==> src/rtl/dsu_pkg.sv <==
package dsu_pkg;

    localparam int STAT_W = 8;
    localparam int COND_W = 3;

    typedef struct packed {
        logic bsy;
        logic drdy;
        logic dwf;
        logic dsc;
        logic drq;
        logic corr;
        logic idx;
        logic err;
    } stat_byte_t;

    typedef struct packed {
        logic drdy;
        logic dwf;
        logic dsc;
    } cond_t;

    typedef struct packed {
        logic srst;
        logic start;
        logic blk;
        logic done;
        logic err;
        logic corr;
        logic index;
    } evt_t;

    localparam stat_byte_t STAT_RESET = '{bsy: 1'b1, default: 1'b0};

    function automatic logic busy_next(input logic cur, input evt_t e);
        if (e.srst || e.start || e.blk) return 1'b1;
        if (e.done) return 1'b0;
        return cur;
    endfunction

    function automatic logic sticky_next(input logic cur, input logic set,
                                         input logic clr);
        if (clr) return 1'b0;
        if (set) return 1'b1;
        return cur;
    endfunction

endpackage

==> src/rtl/dsu_busy.sv <==
module dsu_busy
    import dsu_pkg::*;
(
    input  logic clk,
    input  logic rst,
    input  evt_t ev,
    output logic bsy_o
);
    logic bsy_q;

    always_ff @(posedge clk) begin
        if (rst) bsy_q <= 1'b1;
        else     bsy_q <= busy_next(bsy_q, ev);
    end

    assign bsy_o = bsy_q;
endmodule

==> src/rtl/dsu_cond_hold.sv <==
module dsu_cond_hold #(
    parameter int W = 3
) (
    input  logic         clk,
    input  logic         rst,
    input  logic [W-1:0] live_i,
    input  logic         freeze_set_i,
    input  logic         release_i,
    output logic [W-1:0] held_o
);
    logic frozen_q;
    logic hold_now;

    assign hold_now = frozen_q && !release_i;

    always_ff @(posedge clk) begin
        if (rst)               frozen_q <= 1'b0;
        else if (freeze_set_i) frozen_q <= 1'b1;
        else if (release_i)    frozen_q <= 1'b0;
    end

    for (genvar i = 0; i < W; i++) begin : g_bit
        logic bit_q;
        always_ff @(posedge clk) begin
            if (rst)            bit_q <= 1'b0;
            else if (!hold_now) bit_q <= live_i[i];
        end
        assign held_o[i] = bit_q;
    end
endmodule

==> src/rtl/dsu_flags.sv <==
module dsu_flags
    import dsu_pkg::*;
(
    input  logic clk,
    input  logic rst,
    input  evt_t ev,
    input  logic drq_i,
    output logic drq_o,
    output logic corr_o,
    output logic idx_o,
    output logic err_o
);
    logic drq_q, corr_q, idx_q, err_q;
    logic clr_cmd;

    assign clr_cmd = ev.srst || ev.start;

    always_ff @(posedge clk) begin
        if (rst) begin
            drq_q  <= 1'b0;
            corr_q <= 1'b0;
            idx_q  <= 1'b0;
            err_q  <= 1'b0;
        end else begin
            drq_q  <= drq_i;
            idx_q  <= ev.index;
            corr_q <= sticky_next(corr_q, ev.corr, clr_cmd);
            if (clr_cmd)      err_q <= 1'b0;
            else if (ev.done) err_q <= ev.err;
        end
    end

    assign drq_o  = drq_q;
    assign corr_o = corr_q;
    assign idx_o  = idx_q;
    assign err_o  = err_q;
endmodule

==> src/rtl/dsu_irq.sv <==
module dsu_irq (
    input  logic clk,
    input  logic rst,
    input  logic srst_i,
    input  logic raise_i,
    input  logic ack_i,
    output logic irq_o
);
    logic pend_q;

    always_ff @(posedge clk) begin
        if (rst || srst_i) pend_q <= 1'b0;
        else if (raise_i)  pend_q <= 1'b1;
        else if (ack_i)    pend_q <= 1'b0;
    end

    assign irq_o = pend_q;
endmodule

==> src/rtl/dsu_status_unit.sv <==
module dsu_status_unit
    import dsu_pkg::*;
(
    input  logic       clk,
    input  logic       rst,
    input  logic       srst_i,
    input  logic       cmd_start_i,
    input  logic       blk_done_i,
    input  logic       cmd_done_i,
    input  logic       cmd_err_i,
    input  logic       ready_i,
    input  logic       wfault_i,
    input  logic       seek_ok_i,
    input  logic       drq_i,
    input  logic       corr_i,
    input  logic       index_i,
    input  logic       rd_status_i,
    input  logic       rd_altstat_i,
    output logic [7:0] status_o,
    output logic       irq_o
);
    evt_t       ev;
    cond_t      live, held;
    stat_byte_t sb;
    logic       bsy, drq, corr, idx, err;
    logic       freeze_set, release_hold;

    assign ev = '{srst: srst_i, start: cmd_start_i, blk: blk_done_i,
                  done: cmd_done_i, err: cmd_err_i, corr: corr_i,
                  index: index_i};

    assign live = '{drdy: ready_i, dwf: wfault_i, dsc: seek_ok_i};

    // The alternate read is only a data path; it does not reach any state.
    assign freeze_set   = cmd_done_i && cmd_err_i && !srst_i;
    assign release_hold = rd_status_i || srst_i;

    dsu_busy u_busy (
        .clk   (clk),
        .rst   (rst),
        .ev    (ev),
        .bsy_o (bsy)
    );

    dsu_cond_hold #(.W(COND_W)) u_hold (
        .clk          (clk),
        .rst          (rst),
        .live_i       (live),
        .freeze_set_i (freeze_set),
        .release_i    (release_hold),
        .held_o       (held)
    );

    dsu_flags u_flags (
        .clk    (clk),
        .rst    (rst),
        .ev     (ev),
        .drq_i  (drq_i),
        .drq_o  (drq),
        .corr_o (corr),
        .idx_o  (idx),
        .err_o  (err)
    );

    dsu_irq u_irq (
        .clk     (clk),
        .rst     (rst),
        .srst_i  (srst_i),
        .raise_i (cmd_done_i),
        .ack_i   (rd_status_i),
        .irq_o   (irq_o)
    );

    assign sb = '{bsy: bsy, drdy: held.drdy, dwf: held.dwf, dsc: held.dsc,
                  drq: drq, corr: corr, idx: idx, err: err};

    assign status_o = sb;
endmodule

==> config.mk <==
export PLATFORM = sky130hd
export DESIGN_NAME = dsu_status_unit
export DESIGN_NICKNAME = d
export VERILOG_FILES = /design/src/rtl/dsu_pkg.sv /design/src/rtl/dsu_busy.sv /design/src/rtl/dsu_cond_hold.sv /design/src/rtl/dsu_flags.sv /design/src/rtl/dsu_irq.sv /design/src/rtl/dsu_status_unit.sv
export SDC_FILE = /design/constraint.sdc
export NUM_CORES = 1
export LEC_CHECK = 0
export CAP_MARGIN = 40
export CORE_AREA = 2 2 39 41
export DETAILED_ROUTE_END_ITERATION = 12
export DIE_AREA = 0 0 41 43
export PLACE_DENSITY = 0.78
export SYNTH_ARGS = -nofsm -noshare
export SYNTH_HDL_FRONTEND = slang
export SYNTH_HIERARCHICAL = 1
export SYNTH_SLANG_ARGS = --single-unit
==> constraint.sdc <==
create_clock -name clk -period 1.5 [get_ports clk]
set_input_delay 0.3 -clock clk [delete_from_list [all_inputs] [get_ports clk]]
set_output_delay 0.3 -clock clk [all_outputs]
set_load 0.1 [all_outputs]
* After elaboration in Yosys (flattened, before gate mapping)
Index checks and enable logic that the tools add are counted.
** Word-level totals
- Memories :: 0
- Output and inout port bits :: 9
- RAM bits :: 0
- Bits in registers :: 10
- Bits in latches :: 0
- Input port bits :: 15
- Bits in read-only memories :: 0
- Word-level logic and storage cells :: 46
** Cells by class
- Eq/ne operators :: 0
- Multipliers :: 0
- Div/mod/pow operators :: 0
- Bitwise logic cells :: 0
- Shift-type cells :: 0
- Mux-type cells :: 22
- Order comparisons :: 0
- $add $sub $neg :: 0
- Reduce and logical (&&, ||, !) cells :: 14
** Operators by type and width (number)
- two-way mux 1 bit :: 22
- nonzero test 2 bit :: 4
- logical OR 1 bit :: 4
- logical AND 1 bit :: 3
- logical NOT 1 bit :: 2
- OR reduction 2 bit :: 1

* Logic depth before layout (Yosys ltp)
Gate-level depths: netlist (run 1).
- Word-level depth :: 8
- Mapped depth :: 3

* Cells and area by module
Netlist (run 1), hierarchy kept.
** By module, submodules not included
- dsu_cond_hold :: times used 1, area an instance 193.9 sq um, cells an instance 18
- dsu_flags :: times used 1, area an instance 131.4 sq um, cells an instance 10
- dsu_status_unit :: times used 1, area an instance 52.6 sq um, cells an instance 7
- dsu_irq :: times used 1, area an instance 45.0 sq um, cells an instance 4
- dsu_busy :: times used 1, area an instance 35.0 sq um, cells an instance 4

* Worst setup path before layout (run 1)
No wires, ideal clock.
- Kind :: flip-flop to flip-flop
- Start point :: reg u_irq/irq_o (netlist name)
- End point :: reg u_irq.pend_q (netlist: u_irq/irq_o)
- Cell stages (with the launch flop) :: 3
- Slack :: 0.142 ns
- Required time :: 1.442 ns
- Data arrival time :: 1.301 ns
- Buffers on the path :: 0
- Path through :: dfxtp_1 > nor2b_4 > o21a_1
** RTL lines
- to (signal assigned) :: line dsu_irq.sv:12 : if (rst || srst_i) pend_q <= 1'b0;
- to (signal assigned) :: line dsu_irq.sv:13 : else if (raise_i) pend_q <= 1'b1;
- to (signal assigned) :: line dsu_irq.sv:14 : else if (ack_i) pend_q <= 1'b0;
- to (decl) :: line dsu_irq.sv:9 : logic pend_q;

* Final worst setup path (run 1)
- Start point :: in srst_i
- End point :: reg u_hold.g_bit[2].bit_q
** On the way
- Cells in the longest elaborated chain, start to end :: 3
** Ends and longest elaborated chain
- from (decl) :: line dsu_status_unit.sv:6 : input logic srst_i,
- logical OR 1 bit :: line dsu_status_unit.sv:36 : assign release_hold = rd_status_i || srst_i;
- net release_hold :: line dsu_status_unit.sv:26 : logic freeze_set, release_hold;
- logical NOT 1 bit :: line dsu_cond_hold.sv:14 : assign hold_now = frozen_q && !release_i;
- logical AND 1 bit :: line dsu_cond_hold.sv:14
- to (signal assigned) :: line dsu_cond_hold.sv:26 : else if (!hold_now) bit_q <= live_i[i];
- to (decl) :: line dsu_cond_hold.sv:23 : logic bit_q;
The timed path passes the listed nets, and every way through them passes these cells.
A chain may end at the register's enable or synchronous reset.

==> impl_metrics.toml, run 1 <==
[outcome]
status = "complete, no violations"

[grt]
grt_overflow = 0
use_met2_pct = 15.63
grt_max_degree = 13
grt-busiest-layer = "met1"
grt_pass1_wl_mm = 1.407
grt_util_all_layers_pct = 12.11
grt_use_met3_pct = 6.806
antenna_found_initial = 0
use_met1_pct = 15.69
grt_pass1_vias = 331

[placed_design]
routabilityCongestion = 0.6046
io_buffers = 22
dp_hpwl_um = 698.6
dp.cells = 76

[worst_setup_path]
slowest_delay_ns = 0.44
crit_fanout = 4
cp_top_family = "simple AND/OR/NAND/NOR gates"
cp-start-kind = "primary input"
path_cells = "clkdlybuf4s50_1 > or2_1 > nand4bb_1 > o21ai_1"
arrival_ns = 1.34
path_class = "in -> reg"
required_ns = 1.69
crit_buf_inv = 1
cp-end-kind = "flop"
slowest_stage = "clkdlybuf4s50_1"

[timing]
finalSetupViolCount = 0
slew_violations = 0
maxSlewHeadroom_pct = 76.35
hold_viol = 0
finalCritPeriodShare_pct = 76.58
hold_slack_ns = 0.4971
worstMarginPinSlew_ns = 0.3537
tns_ns = 0
period_needed_ns = 1.149
fmaxAchievable_ghz = 0.8706
rsz0062_at_grt = "no"
finClkSkew_ns = 0.007207

[power]
max-vdd-ir-drop_v = 0.0005627
powerDensity_nw_per_um2 = 846.3
leakage_uw = 0.0003156
totalPowerFinal_uw = 654.4

[clock_network]
cts_tree = "yes"
clkTransAtPathRegs_ns = 0.06
h-tree-depth = 1
cts-hold-fix-buffers = 0
cts_setup_buffers = 0
cts_made_buffers = 3
clkSinkCount = 10
post_cts_resized = 0
clk_latency_ns = 0.26
clockBufferDepth = 2
ctsRootBufferMaster = "clkbuf_4"

[synth]
synth_nets = 58
synthMuxAreaShare_pct = 2.186
synth_fa_ha_area_share_pct = 0
syn_area_um2 = 457.9
yosysSeqAreaShare_pct = 43.72
syn_inst = 43
ys_types = 16
synth_simple_gate_area_share_pct = 31.97
synth-compound-area-share_pct = 8.197
synth_top_family_by_area = "simple AND/OR/NAND/NOR gates"
avgSynthCellArea_um2 = 10.65
synthXorXnorAreaFrac_pct = 0
synth_seq_cells = 10
yosys_warnings = 6

[final_layout]
syn2layout_area_growth_pct = 68.85
diodes = 0
fillers = 117
final_util_pct = 55.88
finalNetCount = 80
final_cells = 79
drive_gt1_share_pct = 30.16

[detailed_routing]
vias_per_cell = 4.456
drt.antenna.violating_nets = 0
drcViolationCount = 0
vias = 352
avgRoutedWirePerCell_um = 11.09
firstDrtPassIters = 1
drt_iter0_drc = 0
wirelength_um = 876

[floorplan]
rows = 14
start_util_pct = 33.09
die_h_um = 43
core_area_um2 = 1384
dieArea_um2 = 1763
fp.dieW_um = 41
pin_count = 24

[min_path]
hold_class = "reg -> reg"

[flow_run]
cap_viol_max_count = 0
[worst reg2reg max path: cells and delay by family (launching register included)]
family / cells / cell delay [ns]
flops: 1 / 0.37
compound gates: 1 / 0.08
simple gates: 1 / 0.19
[layout by cell type, fill, tap and decap left out]
master / instances
and3b_1: 1
buf_12: 9
buf_4: 3
clkbuf_4: 3
clkdlybuf4s50_1: 13
dfxtp_1: 10
inv_1: 1
mux2i_1: 1
nand2b_1: 3
nand4bb_1: 3
nor2_1: 2
nor2b_1: 2
nor2b_4: 2
nor4_1: 1
nor4_2: 2
o21a_1: 1
o21ai_1: 4
o21ba_1: 1
or2_1: 1
[cell usage after synthesis]
cell / instances / share of area, %
nor4_2: 2 / 5.5
nor2b_1: 2 / 2.7
buf_4: 8 / 13
dfxtp_1: 10 / 44
inv_1: 1 / 0.82
nor2_1: 2 / 1.6
and3b_1: 1 / 1.9
o21a_1: 1 / 1.6
nor2b_4: 2 / 6.0
nand2b_1: 3 / 4.1
o21ba_1: 1 / 2.2
nor4_1: 1 / 1.4
or2_1: 1 / 1.4
o21ai_1: 4 / 4.4
mux2i_1: 1 / 2.2
nand4bb_1: 3 / 7.4
[flip-flops by register name, summed over array words and instances (netlist names)]
signal              cells
u_flags/idx_o           1
u_hold/g_bit.bit_q      3
u_irq/irq_o             1
u_hold/frozen_q         1
u_flags/err_o           1
u_busy/bsy_o            1
u_flags/corr_o          1
u_flags/drq_o           1
[metrics by stage]
stage,instance area (µm²),setup slack [ns]
after CTS,773.2,0.3424
after global routing,773.2,0.2761
after floorplan,457.9,0.1417
after detailed placement,750.7,0.07180
after global placement,750.7,0.07863
final,773.2,0.3513
[where the power goes]
| part | total (µW) | internal [µW] | switching (µW) | leakage [µW] |
|---|---|---|---|---|
| combinational | 191 | 88.1 | 103 | 0.000219 |
| clock | 176 | 92.2 | 83.3 | 0.0000138 |
| sequential | 288 | 277 | 11.1 | 0.0000824 |
[path summary, 6_finish.rpt]
| path | start | end | slack (ns) | cells after the start |
|---|---|---|---|---|
| min | u_busy/bsy_o$_SDFFE_PP1P_ | u_busy/bsy_o$_SDFFE_PP1P_ | 0.50 | 2 |
| min reg2reg | u_busy/bsy_o$_SDFFE_PP1P_ | u_busy/bsy_o$_SDFFE_PP1P_ | 0.50 | 2 |
| max | srst_i | u_hold/g_bit[2].bit_q$_SDFFE_PP0N_ | 0.35 | 4 |
| max reg2reg | u_hold/frozen_q$_SDFFE_PP0P_ | u_hold/g_bit[1].bit_q$_SDFFE_PP0N_ | 0.75 | 2 |
[kinds of logic after synthesis]
logic type,count (synthesis)
buffers and inverters,9
multiplexers,1
flip-flops,10
AND/OR/NAND/NOR,17
AO/OA/AOI/OAI,6
[layer usage]
| layer | wire length, µm | up-vias |
|---|---|---|
| met1 | 370 | 154 |
| met4 | 0 | 0 |
| met3 | 80 | 0 |
| met2 | 425 | 16 |
| li1 | - | 182 |
| met5 | 0 | - |
[layout make-up]
cell class | instances | area [µm²] | share of cell area, %
well taps | 16 | 20.02 | 2.589
clock buffers | 3 | 22.52 | 2.913
inverters | 1 | 3.754 | 0.4854
flip-flops and latches | 10 | 200.2 | 25.89
multi-input cells | 24 | 193.9 | 25.08
repair buffers | 25 | 332.8 | 43.04
Note: power is estimated with default switching activity, not from simulation.
==> run 2: changes to the inputs <==
==> constraint.sdc (replaced) <==
create_clock -name clk -period 1.15 [get_ports clk]
set_input_delay 0.23 -clock clk [delete_from_list [all_inputs] [get_ports clk]]
set_output_delay 0.23 -clock clk [all_outputs]
set_load 0.1 [all_outputs]
==> impl_metrics.toml, run 2 (synthesis gave the netlist of run 1 again) <==
[outcome]
status = "complete, no violations"

[detailed_routing]
avgRoutedWirePerCell_um = 10.15
dr_wl_met3_um = 78
drt_iter0_drc = 3
met2WireLength_um = 411
firstDrtPassIters = 2
dr.max_layer_used = "met3"
vias_per_cell = 4.494
vias = 364
drcViolationCount = 0
drt.antenna.violating_nets = 0
wirelength_um = 822
wl_met1_um = 333

[clock_network]
h-tree-depth = 1
cts_setup_buffers = 0
post_cts_resized = 0
ctsRootBufferMaster = "clkbuf_4"
clk_latency_ns = 0.26
cts_made_buffers = 3
clkTransAtPathRegs_ns = 0.07
cts-hold-fix-buffers = 0
clockBufferDepth = 2
clkSinkCount = 10
cts_tree = "yes"

[final_layout]
finalNetCount = 81
syn2layout_area_growth_pct = 74.32
final_cell_mix = "clkdlybuf4s50_1 (13), buf_12 (9), dfxtp_1 (9)"
diodes = 0
multi_input_area_um2 = 196.4
largest_register = "u_hold/g_bit.bit_q"
design_area_um2 = 798.3
largest_reg_flops = 3
drive_gt1_share_pct = 35.38
final_common_cell = "clkdlybuf4s50_1"
seqCellArea_um2 = 201.4
final_cells = 81
fillers = 128

[min_path]
hold_class = "reg -> reg"

[timing]
period_needed_ns = 1.064
hold_viol = 0
finalCritPeriodShare_pct = 92.56
maxSlewHeadroom_pct = 78.43
hold_slack_ns = 0.4989
rsz0062_at_grt = "no"
finalSetupViolCount = 0
slew_violations = 0
worstMarginPinSlew_ns = 0.3225
fmaxAchievable_ghz = 0.9394
finClkSkew_ns = 0.0001507

[floorplan]
rows = 14
die_h_um = 43
dieArea_um2 = 1763
start_util_pct = 33.09
core_area_um2 = 1384
pin_count = 24
fp.dieW_um = 41

[worst_setup_path]
path_class = "in -> reg"
required_ns = 1.30
crit_fanout = 4
cp.depth = 4
cp-startpoint = "rd_status_i"
slowest_stage = "clkdlybuf4s50_1"
r2r_start = "u_hold/frozen_q$_SDFFE_PP0P_"
slowest_delay_ns = 0.47
crit_buf_inv = 1
crit_end = "u_hold/g_bit[2].bit_q$_SDFFE_PP0N_"
cp-end-kind = "flop"
rr_worst_depth = 2
cp-start-kind = "primary input"
cp_top_family = "buffers and inverters"
reg2reg_to = "u_hold/g_bit[2].bit_q$_SDFFE_PP0N_"
reg2reg_setup_slack_ns = 0.42
arrival_ns = 1.22
path_cells = "clkdlybuf4s50_1 > or2_4 > nor2b_4 > o21ai_1"

[power]
sequentialPowerShare_pct = 40.1
p_comb_share_pct = 27.0
max-vdd-ir-drop_v = 0.0005589
p_clk_share_pct = 32.9
switching_share_pct = 28.24
power.switching_uw = 264.5
internal_power_uw = 671.9
powerDensity_nw_per_um2 = 1173
leakage_uw = 0.0003295

[grt]
grt_max_degree = 12
grt_overflow = 0
grt_util_all_layers_pct = 11.28
antenna_found_initial = 0
grt_pass1_vias = 340
grt_pass1_wl_mm = 1.352

[flow_run]
cap_viol_max_count = 0

[placed_design]
io_buffers = 22
routabilityCongestion = 0.7101
dp_hpwl_um = 670.2
placed_area_um2 = 759.5
dp.cells = 77
run 2: cell count changes in the layout (fill, tap and decap cells not counted), sizes merged:
cell	change
buf	+1
clkbuf	+1
run 2: stage by stage:
step,utilization [%],worst slack (ns),total power (µW),TNS [ns]
final,57.69,0.08551,936.4,0
after global routing,57.69,0.0009216,972.0,0
after CTS,57.50,0.07095,949.1,0
after detailed placement,54.88,-0.2105,636.1,-1.542
after global placement,54.88,-0.2011,633.7,-1.366
after floorplan,-,0.1287,519.6,0
run 2: final cells by class:
type                    instances  share of cell area (%)
clock buffers                   4                   4.545
inverters                       1                  0.4702
multi-input cells              24                   24.61
flip-flops and latches         10                   25.24
well taps                      16                   2.508
repair buffers                 26                   42.63
run 2: worst register-to-register path, cell delays in order, from the launching register on:
cell and delay (ns):
dfxtp_1 0.36, nor2b_4 0.18, o21ai_1 0.08
run 2: layer usage:
metal / global-route usage, % / vias to the layer above
li1: - / 185
met5: 0 / -
met3: 3.141 / 0
met2: 15.31 / 15
met4: 6.000 / 0
met1: 15.58 / 164
run 2: how the worst min path moves through the flow:
stage / startpoint / to / slack (ns) / depth (start not counted)
3_5_place_dp: u_busy/bsy_o$_SDFFE_PP1P_ / u_busy/bsy_o$_SDFFE_PP1P_ / 0.49 / 2
6_report: u_busy/bsy_o$_SDFFE_PP1P_ / u_busy/bsy_o$_SDFFE_PP1P_ / 0.50 / 2
4_1_cts: u_busy/bsy_o$_SDFFE_PP1P_ / u_busy/bsy_o$_SDFFE_PP1P_ / 0.51 / 2
2_1_floorplan: cmd_start_i / u_flags/corr_o$_SDFFE_PP0P_ / 0.30 / 1
5_1_grt: u_busy/bsy_o$_SDFFE_PP1P_ / u_busy/bsy_o$_SDFFE_PP1P_ / 0.54 / 2
3_3_place_gp: u_busy/bsy_o$_SDFFE_PP1P_ / u_busy/bsy_o$_SDFFE_PP1P_ / 0.48 / 2
run 2: power by group through the flow:
stage          registers, µW  logic, µW  clock network [µW]
6_report                 375        253                 308
5_1_grt                  377        264                 331
4_1_cts                  376        253                 321
3_5_place_dp             384        252                   0
3_3_place_gp             383        251                   0
2_1_floorplan            386        134                   0
==> run 3: changes to the inputs <==
--- a/config.mk
+++ b/config.mk
@@ -9,7 +9,7 @@
 export CORE_AREA = 2 2 39 41
 export DETAILED_ROUTE_END_ITERATION = 12
 export DIE_AREA = 0 0 41 43
-export PLACE_DENSITY = 0.78
+export PLACE_DENSITY_LB_ADDON = 0.3
 export SYNTH_ARGS = -nofsm -noshare
 export SYNTH_HDL_FRONTEND = slang
 export SYNTH_HIERARCHICAL = 1
==> impl_metrics.toml, run 3 (synthesis gave the netlist of run 1 again) <==
[placed_design]
post-place-ws_ns = -0.1977
io_buffers = 22
routabilityCongestion = 0.7128
placed_area_um2 = 774.5

[clock_network]
clk_latency_ns = 0.25
clockBufferDepth = 2
clkSinkCount = 10
cts_made_buffers = 3
cts_setup_buffers = 0
cts-hold-fix-buffers = 0
h-tree-depth = 1
ctsRootBufferMaster = "clkbuf_4"
clkTransAtPathRegs_ns = 0.07
cts_tree = "yes"
post_cts_resized = 0

[worst_setup_path]
required_ns = 1.29
rr_worst_depth = 2
reg2reg_to = "u_hold/g_bit[2].bit_q$_SDFFE_PP0N_"
r2r_start = "u_hold/frozen_q$_SDFFE_PP0P_"
slowest_delay_ns = 0.46
path_cells = "clkdlybuf4s50_1 > or2_1 > nor2b_4 > o21ai_1"
arrival_ns = 1.22
slowest_stage = "clkdlybuf4s50_1"
cp-start-kind = "primary input"
reg2reg_setup_slack_ns = 0.40
path_class = "in -> reg"
cp-end-kind = "flop"
crit_fanout = 4

[power]
p_comb_share_pct = 29.6
power.switching_uw = 261.8
leakage_uw = 0.0003304
max-vdd-ir-drop_v = 0.0004813
powerDensity_nw_per_um2 = 1085
internal_power_uw = 603.0
switching_share_pct = 30.28
sequentialPowerShare_pct = 43.4
p_clk_share_pct = 27.0

[detailed_routing]
drt.antenna.violating_nets = 0
drcViolationCount = 0
firstDrtPassIters = 4
avgRoutedWirePerCell_um = 10.45
drt_iter0_drc = 1
vias_per_cell = 4.427
wirelength_um = 857
vias = 363

[final_layout]
diodes = 0
final_cell_mix = "clkdlybuf4s50_1 (13), buf_12 (9), dfxtp_1 (9)"
multi_input_area_um2 = 193.9
finalNetCount = 83
drive_gt1_share_pct = 34.85
final_common_cell = "clkdlybuf4s50_1"
seqCellArea_um2 = 201.4
syn2layout_area_growth_pct = 74.04
largest_reg_flops = 3
fillers = 110
design_area_um2 = 797.0
largest_register = "u_hold/g_bit.bit_q"

[flow_run]
cap_viol_max_count = 0

[min_path]
hold_class = "reg -> reg"
hold_depth = 2
whs_endpoint = "u_busy/bsy_o$_SDFFE_PP1P_"
min-delay-start = "u_busy/bsy_o$_SDFFE_PP1P_"

[grt]
grt_pass1_wl_mm = 1.386
grt_max_degree = 12
grt_pass1_vias = 350
grt_overflow = 0
grt_util_all_layers_pct = 11.63
antenna_found_initial = 0

[floorplan]
dieArea_um2 = 1763
fp.dieW_um = 41
die_h_um = 43
start_util_pct = 33.09
rows = 14
core_area_um2 = 1384
pin_count = 24

[timing]
slew_violations = 0
finClkSkew_ns = 0.0001206
hold_viol = 0
hold_slack_ns = 0.4941
worstMarginPinSlew_ns = 0.3206
finalCritPeriodShare_pct = 94.06
maxSlewHeadroom_pct = 78.56
fmaxAchievable_ghz = 0.9245
timing.final.ws_setup_ns = 0.06830
period_needed_ns = 1.082
tns_ns = 0
finalSetupViolCount = 0
rsz0062_at_grt = "no"

[outcome]
status = "complete, no violations"
## run 3: cell types whose count changed in the layout (fill, tap and decap cells not counted), sizes merged
| cell | previous run | this run |
|---|---|---|
| clkbuf | 4 | 3 |
| buf | 13 | 15 |
## run 3: worst max path at each step
stage	startpoint	end	slack, ns
6_report	srst_i	u_hold/g_bit[2].bit_q$_SDFFE_PP0N_	0.07
5_1_grt	srst_i	u_hold/g_bit[2].bit_q$_SDFFE_PP0N_	0.007
4_1_cts	srst_i	u_hold/g_bit[2].bit_q$_SDFFE_PP0N_	0.07
3_5_place_dp	srst_i	u_hold/g_bit[2].bit_q$_SDFFE_PP0N_	-0.20
3_3_place_gp	srst_i	u_hold/g_bit[2].bit_q$_SDFFE_PP0N_	-0.19
2_1_floorplan	u_irq/irq_o$_SDFFE_PP0P_	u_irq/irq_o$_SDFFE_PP0P_	0.13
## run 3: metrics by stage
stage	util [%]	total power, µW	instances
after floorplan	-	519.6	43
after detailed placement	55.97	640.3	79
after CTS	57.59	877.6	82
final	57.59	864.8	82
after global routing	57.59	903.6	82
after global placement	55.97	639.1	79
## run 3: cell type report
cell class,instances,area share [%]
Tap cell,16,2.512
Clock buffer,3,2.826
Inverter,1,0.4710
Timing Repair Buffer,28,44.58
Sequential cell,10,25.27
Multi-Input combinational cell,24,24.33
## run 3: critical path, delay by kind of cell
kind,cells,cell delay (ns)
compound gates,1,0.08
simple gates,2,0.45
buf+inv,1,0.46
## run 3: power by group through the flow
stage | Combinational (µW) | Sequential (µW) | Clock [µW]
6_report | 256 | 375 | 234
5_1_grt | 267 | 376 | 260
4_1_cts | 258 | 375 | 245
3_5_place_dp | 257 | 384 | 0
3_3_place_gp | 256 | 383 | 0
2_1_floorplan | 134 | 386 | 0
## run 3: per-layer routing
metal,global-route usage (%),part of all wire (%),vias to the layer above
met5,0,0,-
met4,8.000,0,0
met3,1.571,3.7,0
met2,17.50,51,9
met1,14.47,46,168
li1,-,-,186
